<file path="config.mk">
export PLATFORM = sky130hd
export DESIGN_NAME = adc_out_fmt
export DESIGN_NICKNAME = d
export VERILOG_FILES = /design/src/rtl/adc_fmt_pkg.sv /design/src/rtl/adc_fmt_capture.sv /design/src/rtl/adc_fmt_test_seq.sv /design/src/rtl/adc_fmt_out_latch.sv /design/src/rtl/adc_out_fmt.sv
export SDC_FILE = /design/constraint.sdc
export NUM_CORES = 1
export LEC_CHECK = 0
export BUFFER_PORTS_ARGS = -buffer_cell sky130_fd_sc_hd__clkbuf_2
export CAP_MARGIN = 20
export CORE_MARGIN = 3
export CORE_UTILIZATION = 40
export CTS_BUF_LIST = sky130_fd_sc_hd__clkbuf_4 sky130_fd_sc_hd__clkbuf_8 sky130_fd_sc_hd__clkbuf_16
export CTS_CLUSTER_SIZE = 30
export DETAILED_ROUTE_END_ITERATION = 10
export HOLD_SLACK_MARGIN = 0.03
export PLACE_DENSITY = 0.72
export SYNTH_ARGS = -nofsm -noshare
export SYNTH_HDL_FRONTEND = slang
export SYNTH_HIERARCHICAL = 1
export SYNTH_SLANG_ARGS = --single-unit
</file>
<file path="constraint.sdc">
create_clock -name clk -period 1.47 [get_ports clk]
set_clock_uncertainty 0.15 [all_clocks]
set_input_delay 0.294 -clock clk [delete_from_list [all_inputs] [get_ports clk]]
set_output_delay 0.294 -clock clk [all_outputs]
set_load 0.05 [all_outputs]
</file>
<file path="src/rtl/adc_fmt_pkg.sv">
package adc_fmt_pkg;

  localparam int unsigned CODE_W = 7;

  // {msb_flip, low_flip}
  typedef enum logic [1:0] {
    FMT_BINARY     = 2'b00,
    FMT_INV_TWOS   = 2'b01,
    FMT_TWOS       = 2'b10,
    FMT_INV_BINARY = 2'b11
  } fmt_sel_t;

  // Applies the two inversion controls to a raw code.
  function automatic logic [CODE_W-1:0] format_code(
      input logic [CODE_W-1:0] raw,
      input logic              msb_flip,
      input logic              low_flip);
    logic [CODE_W-1:0] mask;
    mask = {msb_flip, {(CODE_W-1){low_flip}}};
    return raw ^ mask;
  endfunction

  // Phase 0 word: ones on even bit positions (1010101 for seven bits).
  function automatic logic [CODE_W-1:0] test_word(input logic phase);
    logic [CODE_W-1:0] w;
    for (int i = 0; i < CODE_W; i++) begin
      w[i] = ((i % 2) == 0);
    end
    return phase ? ~w : w;
  endfunction

endpackage

</file>
<file path="src/rtl/adc_fmt_capture.sv">
module adc_fmt_capture #(
  parameter int unsigned W = adc_fmt_pkg::CODE_W
) (
  input  logic         clk,
  input  logic         rst,
  input  logic [W-1:0] code_in,
  input  logic         code_vld,
  output logic [W-1:0] stage_code,
  output logic         stage_vld
);

  always_ff @(posedge clk) begin
    if (rst) begin
      stage_code <= '0;
      stage_vld  <= 1'b0;
    end else begin
      stage_code <= code_in;
      stage_vld  <= code_vld;
    end
  end

endmodule

</file>
<file path="src/rtl/adc_fmt_test_seq.sv">
module adc_fmt_test_seq #(
  parameter int unsigned W = adc_fmt_pkg::CODE_W
) (
  input  logic         clk,
  input  logic         rst,
  input  logic         test_en,
  output logic [W-1:0] pat_word,
  output logic         test_entry
);
  import adc_fmt_pkg::*;

  logic phase_q;
  logic test_prev_q;

  assign pat_word   = test_word(phase_q);
  assign test_entry = test_en && !test_prev_q;

  always_ff @(posedge clk) begin
    if (rst) begin
      phase_q     <= 1'b0;
      test_prev_q <= 1'b0;
    end else begin
      test_prev_q <= test_en;
      phase_q     <= test_en ? ~phase_q : 1'b0;
    end
  end

  // Every burst begins on the phase-0 word.
  p_entry_phase_r5: assert property (@(posedge clk) disable iff (rst)
    test_entry |-> (phase_q == 1'b0));

endmodule

</file>
<file path="src/rtl/adc_fmt_out_latch.sv">
module adc_fmt_out_latch #(
  parameter int unsigned W = adc_fmt_pkg::CODE_W
) (
  input  logic         clk,
  input  logic         rst,
  input  logic         test_en,
  input  logic [W-1:0] stage_code,
  input  logic         stage_vld,
  input  logic         msb_flip,
  input  logic         low_flip,
  input  logic [W-1:0] pat_word,
  output logic [W-1:0] dout,
  output logic         drdy,
  output logic         pat_q
);
  import adc_fmt_pkg::*;

  logic [W-1:0] fmt_word;
  logic         load;

  assign fmt_word = format_code(stage_code, msb_flip, low_flip);
  assign load     = test_en || stage_vld;

  always_ff @(posedge clk) begin
    if (rst) begin
      dout  <= '0;
      drdy  <= 1'b0;
      pat_q <= 1'b0;
    end else begin
      drdy  <= load;
      pat_q <= test_en;
      if (test_en) begin
        dout <= pat_word;
      end else if (stage_vld) begin
        dout <= fmt_word;
      end
    end
  end

  // Consecutive test words are complements.
  p_alternate_r6: assert property (@(posedge clk) disable iff (rst)
    (pat_q && test_en) |=> (dout == ~$past(dout)));

  // A test word is one of the two fixed patterns whatever the selects.
  p_test_word_r8: assert property (@(posedge clk) disable iff (rst)
    pat_q |-> (dout == test_word(1'b0) || dout == test_word(1'b1)));

  // Test mode produces a strobe every cycle.
  p_drdy_test_r9: assert property (@(posedge clk) disable iff (rst)
    test_en |=> drdy);

  // No new word means hold and no strobe.
  p_hold_r10: assert property (@(posedge clk) disable iff (rst)
    (!test_en && !stage_vld) |=> (!drdy && $stable(dout)));

endmodule

</file>
<file path="src/rtl/adc_out_fmt.sv">
module adc_out_fmt #(
  parameter int unsigned CODE_W = adc_fmt_pkg::CODE_W
) (
  input  logic              clk,
  input  logic              rst,
  input  logic [CODE_W-1:0] code_in,
  input  logic              code_vld,
  input  logic              msb_flip,
  input  logic              low_flip,
  input  logic              test_en,
  output logic [CODE_W-1:0] dout,
  output logic              drdy
);
  import adc_fmt_pkg::*;

  logic [CODE_W-1:0] stage_code;
  logic              stage_vld;
  logic [CODE_W-1:0] pat_word;
  logic              test_entry;
  logic              pat_q;

  adc_fmt_capture #(.W(CODE_W)) u_capture (
    .clk        (clk),
    .rst        (rst),
    .code_in    (code_in),
    .code_vld   (code_vld),
    .stage_code (stage_code),
    .stage_vld  (stage_vld)
  );

  adc_fmt_test_seq #(.W(CODE_W)) u_test_seq (
    .clk        (clk),
    .rst        (rst),
    .test_en    (test_en),
    .pat_word   (pat_word),
    .test_entry (test_entry)
  );

  adc_fmt_out_latch #(.W(CODE_W)) u_out_latch (
    .clk        (clk),
    .rst        (rst),
    .test_en    (test_en),
    .stage_code (stage_code),
    .stage_vld  (stage_vld),
    .msb_flip   (msb_flip),
    .low_flip   (low_flip),
    .pat_word   (pat_word),
    .dout       (dout),
    .drdy       (drdy),
    .pat_q      (pat_q)
  );

  // Edges since reset, saturating at 2, so $past depth 2 is meaningful.
  logic [1:0] warm_q;
  always_ff @(posedge clk) begin
    if (rst)                warm_q <= 2'd0;
    else if (warm_q != 2'd2) warm_q <= warm_q + 2'd1;
  end

  // End-to-end two-edge path with formatting.
  p_pipe_delay_r4: assert property (@(posedge clk) disable iff (rst)
    (warm_q == 2'd2 && !test_en && $past(code_vld)) |=>
      (dout == format_code($past(code_in, 2), $past(msb_flip), $past(low_flip))));

  // First word of any burst is the phase-0 pattern.
  p_first_pattern_r5: assert property (@(posedge clk) disable iff (rst)
    test_entry |=> (dout == test_word(1'b0)));

  // Reset clears the output side.
  p_reset_clear_r11: assert property (@(posedge clk)
    rst |=> (dout == '0 && !drdy && !pat_q));

endmodule

</file>
==> flow_summary.toml <==
[outcome]
outcome = "finished, final reports clean"

[flow_run]
maxCapViolations = 0

[synth]
yosys_warnings = 6
syn_inst = 68
syn-mean-instance-area_sq_um = 10.67
syn_area_sq_um = 725.7
syn-num-nets = 81

[clock_tree]
cts_tree = "built"
numCtsBuffers = 3
holdBufCountCts = 0
post_cts_buffers = 0
htree_levels = 1
clockBufferDepth = 2
path_clk_slew_ps = 90
clock_latency_ps = 280
post_cts_resize_count = 0
clock-root-buffer = "clkbuf_4"
cts.sinks = 17

[worst_setup_path]
crit_slowest_cell = "or3b_1"
crit_family = "simple AND/OR/NAND/NOR gates"
slowest_delay_ps = 510
path_depth = 2
worst-path-buf-inv = 0
cp.arrival_ps = 1440
cp_max_fo = 9
r2r_cells = 2
cp-start-kind = "flop"
cp.required_ps = 1510
endpoint_kind = "flop"
worstPathCellList = "or3b_1, o221ai_1"
crit_type = "reg -> reg"

[placement]
place.gp.congestion = 0.6976
hpwlAfterDp_um = 894.5
dp_cells = 108
io_buffers = 20
dpl-instance-area_sq_um = 837.1

[finish]
fillers = 162
layout_common_cells = "clkbuf_2, dfxtp_1, nor2b_1"
fin_area_sq_um = 865.8
nNetsFinal = 102
syn2layout_area_growth_pct = 19.31
fin_cells = 112
diodes = 0
layout_commonest_cell = "clkbuf_2"
drive_gt1_frac = 0.5000

[worst_hold_path]
holdPathStages = 2
hold_class = "in -> reg"

[global_route]
grt_overflow = 0
grt_pass1_wl_um = 2194
track_usage = 0.1168
grt_max_degree = 17
grt_pass1_vias = 485
antenna_found_initial = 0

[power]
internal_power_w = 0.0006619
seq_power_share = 0.551
totalPowerFinal_w = 0.0009244
p_per_area_nw_per_um2 = 1068
power_switching_w = 0.0002624
comb_power_share = 0.189
clkPwrFrac = 0.260
p_leak_nw = 0.3642
vdd_drop_max_v = 0.0005274
swShare = 0.2839

[sta]
setup_viol = 0
final-max-slew-violation-count = 0
max_slew_margin = 0.8107
rsz0062_at_grt = "no"
tightest_slew_ps = 284.0
timing.final.hold_violations = 0
min_period_over_period = 0.9467
fmax_ghz = 0.7186
period_needed_ps = 1392

[floorplanning]
die_height_um = 48.60
start_util = 0.4503
die_w_um = 48.60
coreArea_sq_um = 1612
dieArea_sq_um = 2361
top_level_ports = 21
row_count = 14

[route]
wl_um = 1206
vias = 520
drc_errors = 0
drt_iter0_drc = 4
routed_via_density = 4.643
drtAntennaViolNets = 0
wl_per_cell_um = 10.77
dr.pass1.iters = 4
==> per-layer routing <==
metal / track usage / wire (um)
met2: 0.1858 / 539
met4: 0.01422 / 0
met5: 0 / 0
met1: 0.1461 / 565
met3: 0.05828 / 101
==> final timing paths <==
| kind | start | to | slack [ps] |
|---|---|---|---|
| setup reg to reg | u_capture/stage_vld | u_out_latch/dout[0] | 80 |
| hold / removal | code_in[4] | u_capture/stage_code[4] | 60 |
| hold reg to reg | u_test_seq/phase_q | u_test_seq/phase_q | 390 |
| setup / recovery | u_capture/stage_vld | u_out_latch/dout[0] | 80 |
==> power groups by stage <==
stage / sequential [W] / clock, W / combinational [W]
floorplan: 0.000575 / 0 / 0.0000766
finish: 0.000509 / 0.000241 / 0.000174
global route: 0.000514 / 0.000279 / 0.000188
detailed placement: 0.000520 / 0 / 0.000176
CTS: 0.000509 / 0.000251 / 0.000176
global placement: 0.000519 / 0 / 0.000173
==> metrics by stage <==
| stage | setup slack, ps | TNS (ps) | utilization | hold slack, ps |
|---|---|---|---|---|
| 2_1_floorplan | 86.52 | 0 | - | 213.5 |
| 3_3_place_gp | -25.89 | -86.13 | 0.5194 | 349.1 |
| 3_5_place_dp | -50.43 | -199.2 | 0.5194 | 356.4 |
| 4_1_cts | 25.89 | 0 | 0.5365 | 51.33 |
| 5_1_grt | 20.50 | 0 | 0.5373 | 44.36 |
| 6_report | 78.34 | 0 | 0.5373 | 59.06 |
==> registers in the layout (all words and copies together), names as in the netlist <==
| signal | flops |
|---|---|
| u_out_latch/drdy | 1 |
| u_out_latch/dout | 7 |
| u_test_seq/phase_q | 1 |
| u_capture/stage_vld | 1 |
| u_capture/stage_code | 7 |
==> layout make-up <==
type / count / area (sq um) / area share
Inverter: 1 / 3.754 / 0.004335
Sequential cell: 17 / 347.8 / 0.4017
Multi-Input combinational cell: 40 / 311.5 / 0.3598
Clock buffer: 3 / 22.52 / 0.02601
Tap cell: 24 / 30.03 / 0.03468
Clock inverter: 1 / 5.005 / 0.005780
Timing Repair Buffer: 26 / 145.1 / 0.1676
(Power assumes the default switching activity.)
